File: src/rtl/esu_pkg.sv
package esu_pkg;

  typedef enum logic [1:0] {
    TGT_REGS    = 2'd0,
    TGT_PCI     = 2'd1,
    TGT_MEM     = 2'd2,
    TGT_MEM_ALT = 2'd3
  } esu_tgt_e;

  typedef struct packed {
    logic word_sw;
    logic byte_sw;
  } esu_swap_t;

endpackage

File: src/rtl/esu_rst_sync.sv
module esu_rst_sync #(
  parameter int STAGES = 2
) (
  input  logic clk,
  input  logic arst_n,
  output logic rst_sync_n
);

  logic [STAGES-1:0] sync_q;
  logic [STAGES-1:0] sync_d;

  always_comb begin
    sync_d = {sync_q[STAGES-2:0], 1'b1};
  end

  always_ff @(posedge clk or negedge arst_n) begin
    if (!arst_n) begin
      sync_q <= '0;
    end else begin
      sync_q <= sync_d;
    end
  end

  assign rst_sync_n = sync_q[STAGES-1];

endmodule

File: src/rtl/esu_ctl_regs.sv
module esu_ctl_regs #(
  parameter int                ADDR_W     = 12,
  parameter int                REG_W      = 32,
  parameter logic [ADDR_W-1:0] CFG_ADDR   = 12'h000,
  parameter logic [ADDR_W-1:0] CMD_ADDR   = 12'hC00,
  parameter int                ENDIAN_BIT = 12,
  parameter int                BSW_BIT    = 0,
  parameter int                WSW_BIT    = 1
) (
  input  logic              clk,
  input  logic              arst_n,
  input  logic              in_rst,
  input  logic              strap_i,
  input  logic              we_i,
  input  logic [ADDR_W-1:0] waddr_i,
  input  logic [REG_W-1:0]  wdata_i,
  input  logic [REG_W/8-1:0] wbe_i,
  input  logic [ADDR_W-1:0] raddr_i,
  output logic [REG_W-1:0]  rdata_o,
  output logic              strap_big_o,
  output logic              cfg_endian_o,
  output logic              cmd_bsw_o,
  output logic              cmd_wsw_o
);

  localparam int BE_W = REG_W / 8;
  localparam logic [REG_W-1:0] CFG_IMPL = REG_W'(1) << ENDIAN_BIT;
  localparam logic [REG_W-1:0] CMD_IMPL = (REG_W'(1) << BSW_BIT) | (REG_W'(1) << WSW_BIT);
  localparam logic [REG_W-1:0] CMD_RST1 = REG_W'(1) << BSW_BIT;

  logic [REG_W-1:0] be_mask;
  logic [REG_W-1:0] cfg_q, cfg_d, cmd_q, cmd_d, rdata_q, rdata_d;
  logic             strap_q, strap_d;
  logic             wr_cfg, wr_cmd;
  logic             strap_en, cfg_en, cmd_en, rd_en;

  genvar b;
  generate
    for (b = 0; b < BE_W; b++) begin : g_bemask
      assign be_mask[b*8 +: 8] = {8{wbe_i[b]}};
    end
  endgenerate

  always_comb begin
    wr_cfg   = we_i && (waddr_i == CFG_ADDR) && !in_rst;
    wr_cmd   = we_i && (waddr_i == CMD_ADDR) && !in_rst;
    strap_en = in_rst;
    cfg_en   = in_rst || wr_cfg;
    cmd_en   = in_rst || wr_cmd;
    rd_en    = 1'b1;

    strap_d = strap_i;

    if (in_rst) begin
      cfg_d = strap_i ? CFG_IMPL : '0;
    end else begin
      cfg_d = (cfg_q & ~(be_mask & CFG_IMPL)) | (wdata_i & be_mask & CFG_IMPL);
    end

    if (in_rst) begin
      cmd_d = strap_i ? CMD_RST1 : '0;
    end else begin
      cmd_d = (cmd_q & ~(be_mask & CMD_IMPL)) | (wdata_i & be_mask & CMD_IMPL);
    end

    if (raddr_i == CFG_ADDR) begin
      rdata_d = cfg_q;
    end else if (raddr_i == CMD_ADDR) begin
      rdata_d = cmd_q;
    end else begin
      rdata_d = '0;
    end
  end

  always_ff @(posedge clk or negedge arst_n) begin
    if (!arst_n) begin
      strap_q <= 1'b0;
    end else if (strap_en) begin
      strap_q <= strap_d;
    end
  end

  always_ff @(posedge clk or negedge arst_n) begin
    if (!arst_n) begin
      cfg_q <= '0;
    end else if (cfg_en) begin
      cfg_q <= cfg_d;
    end
  end

  always_ff @(posedge clk or negedge arst_n) begin
    if (!arst_n) begin
      cmd_q <= '0;
    end else if (cmd_en) begin
      cmd_q <= cmd_d;
    end
  end

  always_ff @(posedge clk or negedge arst_n) begin
    if (!arst_n) begin
      rdata_q <= '0;
    end else if (rd_en) begin
      rdata_q <= rdata_d;
    end
  end

  assign rdata_o      = rdata_q;
  assign strap_big_o  = strap_q;
  assign cfg_endian_o = cfg_q[ENDIAN_BIT];
  assign cmd_bsw_o    = cmd_q[BSW_BIT];
  assign cmd_wsw_o    = cmd_q[WSW_BIT];

endmodule

File: src/rtl/esu_swap_policy.sv
module esu_swap_policy
  import esu_pkg::*;
(
  input  logic [1:0] tgt_i,
  input  logic       strap_big_i,
  input  logic       cfg_endian_i,
  input  logic       cmd_bsw_i,
  input  logic       cmd_wsw_i,
  output esu_swap_t  swap_o
);

  always_comb begin
    swap_o = '0;
    unique case (esu_tgt_e'(tgt_i))
      TGT_REGS: begin
        swap_o.byte_sw = strap_big_i;
        swap_o.word_sw = 1'b0;
      end
      TGT_PCI: begin
        swap_o.byte_sw = cmd_bsw_i & cfg_endian_i;
        swap_o.word_sw = cmd_wsw_i;
      end
      TGT_MEM, TGT_MEM_ALT: begin
        swap_o = '0;
      end
      default: swap_o = '0;
    endcase
  end

endmodule

File: src/rtl/esu_lane_perm.sv
module esu_lane_perm
  import esu_pkg::*;
#(
  parameter int LANE_W     = 8,
  parameter int WORD_LANES = 4,
  parameter int NUM_WORDS  = 2
) (
  input  logic [LANE_W*WORD_LANES*NUM_WORDS-1:0] vec_i,
  input  esu_swap_t                              sel_i,
  output logic [LANE_W*WORD_LANES*NUM_WORDS-1:0] vec_o
);

  localparam int LANES = WORD_LANES * NUM_WORDS;

  genvar i;
  generate
    for (i = 0; i < LANES; i++) begin : g_lane
      localparam int WI     = i / WORD_LANES;
      localparam int LI     = i % WORD_LANES;
      localparam int SRC_B  = WI * WORD_LANES + (WORD_LANES - 1 - LI);
      localparam int SRC_W  = (NUM_WORDS - 1 - WI) * WORD_LANES + LI;
      localparam int SRC_BW = (NUM_WORDS - 1 - WI) * WORD_LANES + (WORD_LANES - 1 - LI);

      always_comb begin
        unique case ({sel_i.word_sw, sel_i.byte_sw})
          2'b00:   vec_o[i*LANE_W +: LANE_W] = vec_i[i*LANE_W +: LANE_W];
          2'b01:   vec_o[i*LANE_W +: LANE_W] = vec_i[SRC_B*LANE_W +: LANE_W];
          2'b10:   vec_o[i*LANE_W +: LANE_W] = vec_i[SRC_W*LANE_W +: LANE_W];
          default: vec_o[i*LANE_W +: LANE_W] = vec_i[SRC_BW*LANE_W +: LANE_W];
        endcase
      end
    end
  endgenerate

endmodule

File: src/rtl/endian_swap_unit.sv
module endian_swap_unit
  import esu_pkg::*;
#(
  parameter int DATA_W     = 64,
  parameter int WORD_W     = 32,
  parameter int LANE_W     = 8,
  parameter int ADDR_W     = 12,
  parameter int REG_W      = 32,
  parameter int ENDIAN_BIT = 12,
  parameter int BSW_BIT    = 0,
  parameter int WSW_BIT    = 1,
  parameter int SYNC_STAGES = 2
) (
  input  logic                     clk,
  input  logic                     rst_n,
  input  logic                     strap_big_i,
  input  logic [1:0]               tgt_sel_i,
  input  logic [DATA_W-1:0]        cpu_wdata_i,
  input  logic [DATA_W/LANE_W-1:0] cpu_wbe_i,
  output logic [DATA_W-1:0]        tgt_wdata_o,
  output logic [DATA_W/LANE_W-1:0] tgt_wbe_o,
  input  logic [DATA_W-1:0]        tgt_rdata_i,
  output logic [DATA_W-1:0]        cpu_rdata_o,
  input  logic                     reg_we_i,
  input  logic [ADDR_W-1:0]        reg_waddr_i,
  input  logic [REG_W-1:0]         reg_wdata_i,
  input  logic [REG_W/8-1:0]       reg_wbe_i,
  input  logic [ADDR_W-1:0]        reg_raddr_i,
  output logic [REG_W-1:0]         reg_rdata_o
);

  localparam int WORD_LANES = WORD_W / LANE_W;
  localparam int NUM_WORDS  = DATA_W / WORD_W;
  localparam logic [ADDR_W-1:0] CFG_ADDR = ADDR_W'('h000);
  localparam logic [ADDR_W-1:0] CMD_ADDR = ADDR_W'('hC00);

  logic      rst_sync_n;
  logic      in_rst;
  logic      strap_q;
  logic      cfg_endian;
  logic      cmd_bsw;
  logic      cmd_wsw;
  esu_swap_t path_swap;

  esu_rst_sync #(.STAGES(SYNC_STAGES)) u_rst_sync (
    .clk        (clk),
    .arst_n     (rst_n),
    .rst_sync_n (rst_sync_n)
  );

  assign in_rst = !rst_sync_n;

  esu_ctl_regs #(
    .ADDR_W     (ADDR_W),
    .REG_W      (REG_W),
    .CFG_ADDR   (CFG_ADDR),
    .CMD_ADDR   (CMD_ADDR),
    .ENDIAN_BIT (ENDIAN_BIT),
    .BSW_BIT    (BSW_BIT),
    .WSW_BIT    (WSW_BIT)
  ) u_regs (
    .clk          (clk),
    .arst_n       (rst_n),
    .in_rst       (in_rst),
    .strap_i      (strap_big_i),
    .we_i         (reg_we_i),
    .waddr_i      (reg_waddr_i),
    .wdata_i      (reg_wdata_i),
    .wbe_i        (reg_wbe_i),
    .raddr_i      (reg_raddr_i),
    .rdata_o      (reg_rdata_o),
    .strap_big_o  (strap_q),
    .cfg_endian_o (cfg_endian),
    .cmd_bsw_o    (cmd_bsw),
    .cmd_wsw_o    (cmd_wsw)
  );

  esu_swap_policy u_policy (
    .tgt_i        (tgt_sel_i),
    .strap_big_i  (strap_q),
    .cfg_endian_i (cfg_endian),
    .cmd_bsw_i    (cmd_bsw),
    .cmd_wsw_i    (cmd_wsw),
    .swap_o       (path_swap)
  );

  esu_lane_perm #(.LANE_W(LANE_W), .WORD_LANES(WORD_LANES), .NUM_WORDS(NUM_WORDS)) u_wdata_perm (
    .vec_i (cpu_wdata_i),
    .sel_i (path_swap),
    .vec_o (tgt_wdata_o)
  );

  esu_lane_perm #(.LANE_W(1), .WORD_LANES(WORD_LANES), .NUM_WORDS(NUM_WORDS)) u_wbe_perm (
    .vec_i (cpu_wbe_i),
    .sel_i (path_swap),
    .vec_o (tgt_wbe_o)
  );

  esu_lane_perm #(.LANE_W(LANE_W), .WORD_LANES(WORD_LANES), .NUM_WORDS(NUM_WORDS)) u_rdata_perm (
    .vec_i (tgt_rdata_i),
    .sel_i (path_swap),
    .vec_o (cpu_rdata_o)
  );

endmodule

File: config.mk
export PLATFORM = sky130hd
export DESIGN_NAME = endian_swap_unit
export DESIGN_NICKNAME = d
export VERILOG_FILES = /design/src/rtl/esu_pkg.sv /design/src/rtl/esu_rst_sync.sv /design/src/rtl/esu_ctl_regs.sv /design/src/rtl/esu_swap_policy.sv /design/src/rtl/esu_lane_perm.sv /design/src/rtl/endian_swap_unit.sv
export SDC_FILE = /design/constraint.sdc
export NUM_CORES = 1
export LEC_CHECK = 0
export ABC_AREA = 1
export ABC_CLOCK_PERIOD_IN_PS = 3200
export BUFFER_PORTS_ARGS = -buffer_cell sky130_fd_sc_hd__buf_2
export CORE_AREA = 2 2 144 146
export DETAILED_ROUTE_END_ITERATION = 10
export DIE_AREA = 0 0 146 148
export GPL_ROUTABILITY_DRIVEN = 0
export HOLD_SLACK_MARGIN = 0.05
export PLACE_DENSITY = 0.54
export RECOVER_POWER = 50
export SYNTH_ARGS = -nofsm -noshare
export SYNTH_HDL_FRONTEND = slang
export SYNTH_SLANG_ARGS = --single-unit
File: constraint.sdc
create_clock -name clk -period 3.2 [get_ports clk]
set_input_delay 0.16 -clock clk [delete_from_list [all_inputs] [get_ports clk]]
set_output_delay 0.16 -clock clk [all_outputs]
set_load 0.1 [all_outputs]
==> summary.txt, run 1 <==
STA
  – RSZ-0062 raised after global routing: false
  – Final worst path period share: 89.3%
  – Minimum clock period: 2.86 ns
  – Setup TNS Final: 0 ns
  – Final hold slack: 0.175 ns
  – Tightest Pin Transition: 1.18 ns
  – Max Freq: 350 MHz
  – Final setup vio count: 0
  – Final Hold Viols: 0
  – Max Slew Vio Count: 0
  – Clock skew: 0.00100 ns
  – Max-slew headroom: 21.4%

Outcome
  – Status: finished, final reports clean

Route
  – Vias per cell: 5.73
  – DR vias: 7975
  – Final ANT Viol Nets: 0
  – DRT Wirelength: 22600 microns
  – Initial DRC Count: 621
  – DR WL/cell: 16.2 microns
  – TritonRoute pass-1 iters: 8
  – DRC viols: 0

Power
  – P_int: 0.893 mW
  – Sw frac: 67.2%
  – Psw: 1.83 mW
  – Pwr/cell area: 362 nW/um^2
  – Clock network power share: 9.0%
  – Leakage: 3.16 nW
  – Seq pwr share: 5.2%
  – Combinational group share of total power: 85.8%
  – Max IR drop VDD: 181 uV

Floorplan
  – # IOs: 370
  – Starting density of the core: 24.5%
  – Die area: 21600 sq um
  – Die Y: 148 microns
  – Site row count: 52
  – Core region area: 20000 sq um
  – Die width: 146 microns

Clocking
  – Clk Latency, worst-skew pair: 0.24 ns
  – Postcts setup bufs: 0
  – Clock Pin Slew Worst Setup and Hold Paths: 0.04 ns
  – # H-tree levels: 1
  – CTS tree: done
  – CTS Sinks: 10
  – CTS Root Cell: clkbuf_16
  – Post-CTS Resized: 0
  – Max clock buf depth: 2
  – TritonCTS Buffers: 3
  – Cts-stage hold buffer count: 1

Min path
  – Worst min path class: in -> reg

GRT
  – Total gr overflow: 0
  – Gr usage total: 18.7%
  – Vias in the first global route: 6548
  – Largest net degree at the start of global routing: 215
  – First-pass GRT wire length: 35100 microns
  – Initial antenna violation count: 2

Critical path
  – Cells along the critical path: nand3_4 -> inv_2 -> buf_12 -> nand3_1 -> nand4_1 -> clkbuf_2
  – CP Class: reg -> out
  – Critical Path Fanout Max: 77
  – Required time worst endpoint: 3.04 ns
  – Crit path DAT: 2.70 ns
  – Worst path slowest cell: inv_2
  – CP startpoint kind: flop
  – Crit end category: primary output
  – CP top delay family: buffers and inverters
  – Crit path largest cell delay: 0.74 ns
  – R2R Setup Slk: 2.23 ns
  – CP Buf/Inv Count: 3

Placed design
  – IO Port Bufs: 338
  – DP Wirelength: 15600 microns
  – Placed Cells incl. Taps: 1386

Synthesis
  – Post-synthesis sequential area ratio: 5.10%
  – #FFs+latches synth: 10
  – Mapped Nets: 1109
  – YS warnings: 0
  – Synthesized cell area: 4910 sq um
  – Syn avg cell area: 5.41 sq um
  – Yosys cell types: 19
  – Gate Count Post-Synth: 907

Final layout
  – Utilization after layout: 37.5%
  – Fillcell total: 2171
  – Area Growth Syn to Fin: 53.2%
  – Non-filler cells, final: 1393
  – # nets final: 1324
  – Share of post-route cells with drive strength above 1: 29.8%

Run
  – MaxCap Viol Count: 0
==> path summary, 6_finish.rpt <==
path                       cells past startpoint                   end                  from
max                                            6       cpu_rdata_o[11]       u_regs.cmd_q[1]
min in group asynchronous                      2    u_regs.rdata_o[30]                 rst_n
max in group asynchronous                      2      u_regs.cfg_q[12]                 rst_n
min                                            4    u_regs.rdata_o[12]        reg_raddr_i[0]
min reg2reg                                    0  u_rst_sync.sync_q[1]  u_rst_sync.sync_q[0]
max reg2reg                                    5      u_regs.cfg_q[12]  u_rst_sync.sync_q[1]
==> cell usage after synthesis (all sizes together) <==
master / n / area, sq um
nand4: 271 / 1700
buf: 114 / 669
nor2: 18 / 67.6
o21ai: 1 / 5.00
conb: 2 / 7.51
nand2: 167 / 639
dfrtp: 10 / 250
nor3: 2 / 10.0
and2: 1 / 6.26
clkbuf: 31 / 116
nand3: 279 / 1400
or2: 1 / 6.26
inv: 10 / 37.5
==> metrics by stage <==
stage | setup WS, ns | instance area (sq um) | power, mW
finish | 0.342 | 7520 | 2.72
global route | 0.231 | 7510 | 2.81
CTS | 0.651 | 7690 | 2.77
detailed placement | 0.903 | 7600 | 2.52
global placement | 0.903 | 7600 | 2.51
floorplan | 1.07 | 4910 | 1.79
==> tightest hold or removal path: stages <==
cell and delay, ns:
buf_2 0.08, nor2_1 0.03, nand2_1 0.06, nor3_1 0.05
==> cells in the final DEF, fill, tap and decap left out, drive strengths merged <==
| cell | count |
|---|---|
| o21ai | 1 |
| nand3 | 279 |
| dfrtp | 10 |
| diode | 2 |
| nand4 | 271 |
| nor2 | 18 |
| buf | 284 |
| conb | 2 |
| and2 | 1 |
| or2 | 1 |
| inv | 10 |
| nor3 | 2 |
| nand2 | 167 |
| clkbuf | 74 |
| dlygate4sd3 | 1 |
==> layer usage <==
| metal | routed length [microns] | up-vias | GRT usage [%] |
|---|---|---|---|
| met5 | 13 | - | 0 |
| met4 | 457 | 2 | 3.88 |
| met3 | 1920 | 37 | 3.02 |
| met2 | 10700 | 402 | 30.4 |
| met1 | 9560 | 3699 | 26.3 |
| li1 | - | 3835 | - |
==> flip-flops by register name, indices dropped and copies added (netlist names) <==
name                flops
u_regs.cmd_q            2
u_rst_sync.sync_q       2
u_regs.strap_big_o      1
u_regs.cfg_q            1
u_regs.rdata_o          4
==> cells by family (layout without fill, tap and decap cells) <==
group / after synthesis / in the layout / synth area share, %
other: 2 / 4 / 0.153
AOI/OAI and AO/OA: 1 / 1 / 0.102
and+or+nand+nor: 739 / 739 / 77.9
buffers and inverters: 155 / 369 / 16.8
DFF: 10 / 10 / 5.10
==> area by class of cell <==
class                           instances  area, sq um  area share, %
Multi-Input combinational cell        742         3860           51.4
Timing Repair Buffer                  355         2930           39.0
Tap cell                              270          338           4.49
Sequential cell                        10          250           3.33
Clock buffer                            4         88.8           1.18
Inverter                               10         40.0          0.533
Antenna cell                            2         5.00         0.0666
==> power by group through the flow <==
stage | clock (mW) | sequential (mW) | combinational [mW]
2_1_floorplan | 0 | 0.145 | 1.64
3_3_place_gp | 0 | 0.143 | 2.37
4_1_cts | 0.249 | 0.141 | 2.38
3_5_place_dp | 0 | 0.143 | 2.38
5_1_grt | 0.257 | 0.143 | 2.41
6_report | 0.246 | 0.142 | 2.34
Note: power is estimated with default switching activity, not from simulation.
==> run 2, diff against run 1 <==
--- a/config.mk
+++ b/config.mk
@@ -14,7 +14,7 @@
 export GPL_ROUTABILITY_DRIVEN = 0
 export HOLD_SLACK_MARGIN = 0.05
 export PLACE_DENSITY = 0.54
-export RECOVER_POWER = 50
+export RECOVER_POWER = 100
 export SYNTH_ARGS = -nofsm -noshare
 export SYNTH_HDL_FRONTEND = slang
 export SYNTH_SLANG_ARGS = --single-unit
==> run 2 against run 1 <==
Compared with the run above:
- global-route usage did not move
- clock skew about the same
- sequential power about the same
- setup slack better by 0.022 ns
==> summary.txt, run 2 (synthesis gave the netlist of run 1 again) <==
Route
  – Initial DRC Count: 689
  – DRC viols: 0
  – DRT Wirelength: 22600 microns
  – Vias per cell: 5.75
  – TritonRoute pass-1 iters: 7
  – DR WL/cell: 16.3 microns
  – DR vias: 8004
  – Final ANT Viol Nets: 0

GRT
  – Total gr overflow: 0
  – Initial antenna violation count: 2
  – Vias in the first global route: 6548
  – Largest net degree at the start of global routing: 215
  – Gr usage total: 18.7%
  – First-pass GRT wire length: 35100 microns

Clocking
  – Postcts setup bufs: 0
  – CTS tree: done
  – Clock Pin Slew Worst Setup and Hold Paths: 0.04 ns
  – Clk Latency, worst-skew pair: 0.24 ns
  – TritonCTS Buffers: 3
  – CTS Root Cell: clkbuf_16
  – CTS Sinks: 10
  – # H-tree levels: 1
  – Post-CTS Resized: 0
  – Max clock buf depth: 2

Critical path
  – CP Class: reg -> out
  – Crit path DAT: 2.68 ns
  – Required time worst endpoint: 3.04 ns
  – Crit end category: primary output
  – Critical Path Fanout Max: 77
  – CP startpoint kind: flop

Power
  – Pwr Total: 2.67 mW
  – Leakage: 3.10 nW
  – Pwr/cell area: 364 nW/um^2
  – Max IR drop VDD: 181 uV

Placed design
  – IO Port Bufs: 338
  – DP Wirelength: 15600 microns
  – Dpl cell area: 7600 sq um
  – Pre-CTS setup slack: 0.903 ns
  – Placed Cells incl. Taps: 1386

STA
  – Tightest Pin Transition: 1.18 ns
  – Final Hold Viols: 0
  – Max-slew headroom: 21.4%
  – Max Slew Vio Count: 0
  – RSZ-0062 raised after global routing: false
  – Final setup vio count: 0
  – Final worst path period share: 88.6%
  – Setup ws final: 0.364 ns
  – Clock skew: 0.00100 ns
  – Minimum clock period: 2.84 ns
  – Setup TNS Final: 0 ns
  – Max Freq: 353 MHz

Floorplan
  – # IOs: 370
  – Site row count: 52
  – Die area: 21600 sq um
  – Die width: 146 microns
  – Starting density of the core: 24.5%
  – Die Y: 148 microns
  – Core region area: 20000 sq um

Final layout
  – Area Growth Syn to Fin: 49.2%
  – Final instance area: 7320 sq um
  – Share of post-route cells with drive strength above 1: 29.8%
  – # nets final: 1324
  – Most frequent cells in the layout: nand3_1, nand4_1, buf_2
  – Non-filler cells, final: 1392
  – Largest register FFs: 4
  – Most common cell after layout, fill and taps aside: nand3_1

Run
  – MaxCap Viol Count: 0

Outcome
  – Status: finished, final reports clean

Min path
  – Worst min path class: in -> reg
## run 2: cell types whose count changed in the layout (fill, tap and decap cells not counted)
cell / change
clkbuf_2: +40
buf_2: -27
buf_12: -13
diode_2: -1
## run 2: per-stage QoR
step / utilization (%) / hold slack [ns]
after CTS: 38.4 / 0.174
after detailed placement: 37.9 / 0.0272
after global routing: 36.5 / 0.199
final: 36.5 / 0.174
after floorplan: - / -0.136
after global placement: 37.9 / 0.0298
## run 2: what timing repair did
item | 4_1_cts | 5_1_grt
hold buffers | 1 | 0
endpoints found under the hold margin | 10 | 0
setup endpoints to repair | 0 | 0
## run 2: worst paths after layout
kind | endpoint | cells after the start | start | slack [ns]
max reg2reg | u_regs.cfg_q[12] | 5 | u_rst_sync.sync_q[1] | 2.23
min in group asynchronous | u_regs.rdata_o[30] | 2 | rst_n | 0.40
min reg2reg | u_rst_sync.sync_q[1] | 0 | u_rst_sync.sync_q[0] | 0.35
max | cpu_rdata_o[11] | 6 | u_regs.cmd_q[1] | 0.36
min | u_regs.rdata_o[12] | 4 | reg_raddr_i[0] | 0.17
max in group asynchronous | u_regs.cfg_q[12] | 2 | rst_n | 2.45
## run 2: layer usage
metal	routed length, microns	track usage, %
met5	13	0
met4	459	3.88
met3	2140	3.02
met2	10700	30.4
met1	9290	26.3
## run 2: critical path, stage by stage, from the launching register on
cell and delay, ns:
dfrtp_1 0.42, nand3_4 0.12, inv_2 0.73, buf_12 0.40, nand3_1 0.12, nand4_1 0.13, clkbuf_2 0.48
## run 2: final cells by class
type	instances	area, sq um
clock buffers	4	88.8
multi-input cells	742	3860
flip-flops and latches	10	250
repair buffers	355	2740
well taps	270	338
inverters	10	40.0
fillers	2192	12700
diodes	1	2.50
## run 2: power breakdown
group	switching [mW]	internal (mW)	total, mW
Combinational	1.76	0.524	2.28
Sequential	0.00908	0.133	0.142
Clock	0.0585	0.188	0.246
==> run 3, diff against run 2 <==
--- a/config.mk
+++ b/config.mk
@@ -13,7 +13,7 @@
 export DIE_AREA = 0 0 146 148
 export GPL_ROUTABILITY_DRIVEN = 0
 export HOLD_SLACK_MARGIN = 0.05
-export PLACE_DENSITY = 0.54
+export PLACE_DENSITY_LB_ADDON = 0.05
 export RECOVER_POWER = 100
 export SYNTH_ARGS = -nofsm -noshare
 export SYNTH_HDL_FRONTEND = slang
==> run 3 against run 2 <==
Compared with the run above:
- global-route usage grew 1.1 points
- clock skew increased by 0.00087 ns
- via count decreased by 2.8%
- critical path depth is 1 higher
- maximum frequency shrank 0.76%
- hold slack better by 0.0088 ns
- wire length grew 2.6%
- clock power is 13% lower
- highest routed layer is now met4
- register-to-register slack hardly changed
==> summary.txt, run 3 (synthesis gave the netlist of run 1 again) <==
STA
  – Minimum clock period: 2.86 ns
  – Setup TNS Final: 0 ns
  – Clock skew: 0.00188 ns
  – Tightest Pin Transition: 1.21 ns
  – Final setup vio count: 0
  – Final worst path period share: 89.3%
  – RSZ-0062 raised after global routing: false
  – Max-slew headroom: 20.0%
  – Max Slew Vio Count: 0
  – Max Freq: 350 MHz
  – Final Hold Viols: 0

Route
  – DRC viols: 0
  – Vias per cell: 5.59
  – DRT Wirelength: 23200 microns
  – Initial DRC Count: 677
  – Final ANT Viol Nets: 0
  – DR vias: 7777
  – DR WL/cell: 16.7 microns
  – TritonRoute pass-1 iters: 5

Floorplan
  – # IOs: 370
  – Site row count: 52
  – Starting density of the core: 24.5%
  – Die Y: 148 microns
  – Core region area: 20000 sq um
  – Die width: 146 microns
  – Die area: 21600 sq um

GRT
  – First-pass GRT wire length: 36700 microns
  – Total gr overflow: 0
  – Initial antenna violation count: 2
  – Largest net degree at the start of global routing: 145
  – Vias in the first global route: 6839
  – Gr usage total: 19.8%

Clocking
  – Clock Pin Slew Worst Setup and Hold Paths: 0.04 ns
  – CTS Root Cell: clkbuf_16
  – CTS Sinks: 10
  – Max clock buf depth: 2
  – CTS tree: done
  – TritonCTS Buffers: 3
  – Clk Latency, worst-skew pair: 0.23 ns
  – # H-tree levels: 1

Outcome
  – Status: finished, final reports clean

Critical path
  – Crit end category: primary output
  – Worst path slowest cell: inv_2
  – Crit path largest cell delay: 0.80 ns
  – CP startpoint kind: flop
  – Critical Path Fanout Max: 64
  – Required time worst endpoint: 3.04 ns
  – CP Class: reg -> out
  – Crit path DAT: 2.70 ns
  – Cells along the critical path: nand2_1 -> nand4_1 -> inv_2 -> buf_12 -> nand2_1 -> nand4_1 -> clkbuf_2

Power
  – Pwr/cell area: 358 nW/um^2
  – Leakage: 3.17 nW
  – Pwr Total: 2.70 mW
  – Max IR drop VDD: 187 uV

Placed design
  – DP Wirelength: 15800 microns
  – IO Port Bufs: 338
  – Dpl cell area: 7690 sq um

Final layout
  – Final instance area: 7540 sq um
  – Most common cell after layout, fill and taps aside: nand3_1
  – Register area: 250 sq um
  – # nets final: 1323
  – Area Growth Syn to Fin: 53.6%
  – Most frequent cells in the layout: nand3_1, nand4_1, buf_2
  – Share of post-route cells with drive strength above 1: 29.5%
  – Multi-input gate area: 3860 sq um
  – Fillcell total: 2223
  – Largest register FFs: 4

Run
  – MaxCap Viol Count: 0

Min path
  – Worst min path class: in -> reg
run 3: changes by cell type in the layout (fill, tap and decap cells not counted):
cell,change
buf_12,+16
clkbuf_2,-15
clkbuf_8,-1
buf_2,-2
buf_4,-3
clkbuf_1,+2
clkbuf_4,+1
diode_2,+1
run 3: cell type report:
class / count / share of cell area [%]
Multi-Input combinational cell: 742 / 51.3
Clock buffer: 3 / 0.996
Inverter: 10 / 0.531
Antenna cell: 2 / 0.0664
Sequential cell: 10 / 3.32
Tap cell: 270 / 4.48
Timing Repair Buffer: 354 / 39.3
run 3: repair_timing:
item | CTS | global route
setup buffers | 0 | 0
hold buffers | 1 | 0
gates resized for setup | 0 | 0
endpoints found under the hold margin | 10 | 0
setup endpoints to repair | 0 | 0
run 3: routing by layer:
layer	vias to the layer above	global-route usage (%)	share of wire [%]	routed length [microns]
met3	32	5.28	9.4	2180
met5	-	0	0	0
met2	338	32.0	46	10800
met4	0	4.61	2.0	471
met1	3580	26.4	42	9810
li1	3827	-	-	-
run 3: critical path, delay by kind of cell (launching register included):
| kind | cells | cell delay, ns |
|---|---|---|
| flops | 1 | 0.40 |
| simple gates | 4 | 0.39 |
| buf+inv | 3 | 1.62 |
run 3: metrics by stage:
step / util [%] / std cells / hold slack (ns) / worst slack (ns)
2_1_floorplan: - / 907 / -0.136 / 1.07
3_5_place_dp: 38.4 / 1385 / 0.0301 / 0.778
6_report: 37.6 / 1391 / 0.183 / 0.342
4_1_cts: 38.8 / 1389 / 0.175 / 0.533
3_3_place_gp: 38.4 / 1385 / 0.0290 / 0.792
5_1_grt: 37.6 / 1391 / 0.220 / 0.162
run 3: worst paths after layout:
kind	from	to	slack, ns	depth (start not counted)
max in group asynchronous	rst_n	u_regs.strap_big_o	2.41	2
worst min-delay path	reg_raddr_i[8]	u_regs.rdata_o[12]	0.18	4
min in group asynchronous	rst_n	u_rst_sync.sync_q[1]	0.43	2
worst max register to register	u_rst_sync.sync_q[1]	u_regs.cmd_q[0]	2.24	5
worst min register to register	u_rst_sync.sync_q[0]	u_rst_sync.sync_q[1]	0.35	0
worst max-delay path	u_regs.cfg_q[12]	cpu_rdata_o[15]	0.34	7
run 3: report_power, final:
group	total (mW)	internal [mW]	switching [mW]	leakage, nW
Combinational	2.35	0.582	1.76	3.00
Clock	0.214	0.161	0.0521	0.0370
Sequential	0.142	0.133	0.00934	0.128
Total	2.70	0.876	1.82	3.17
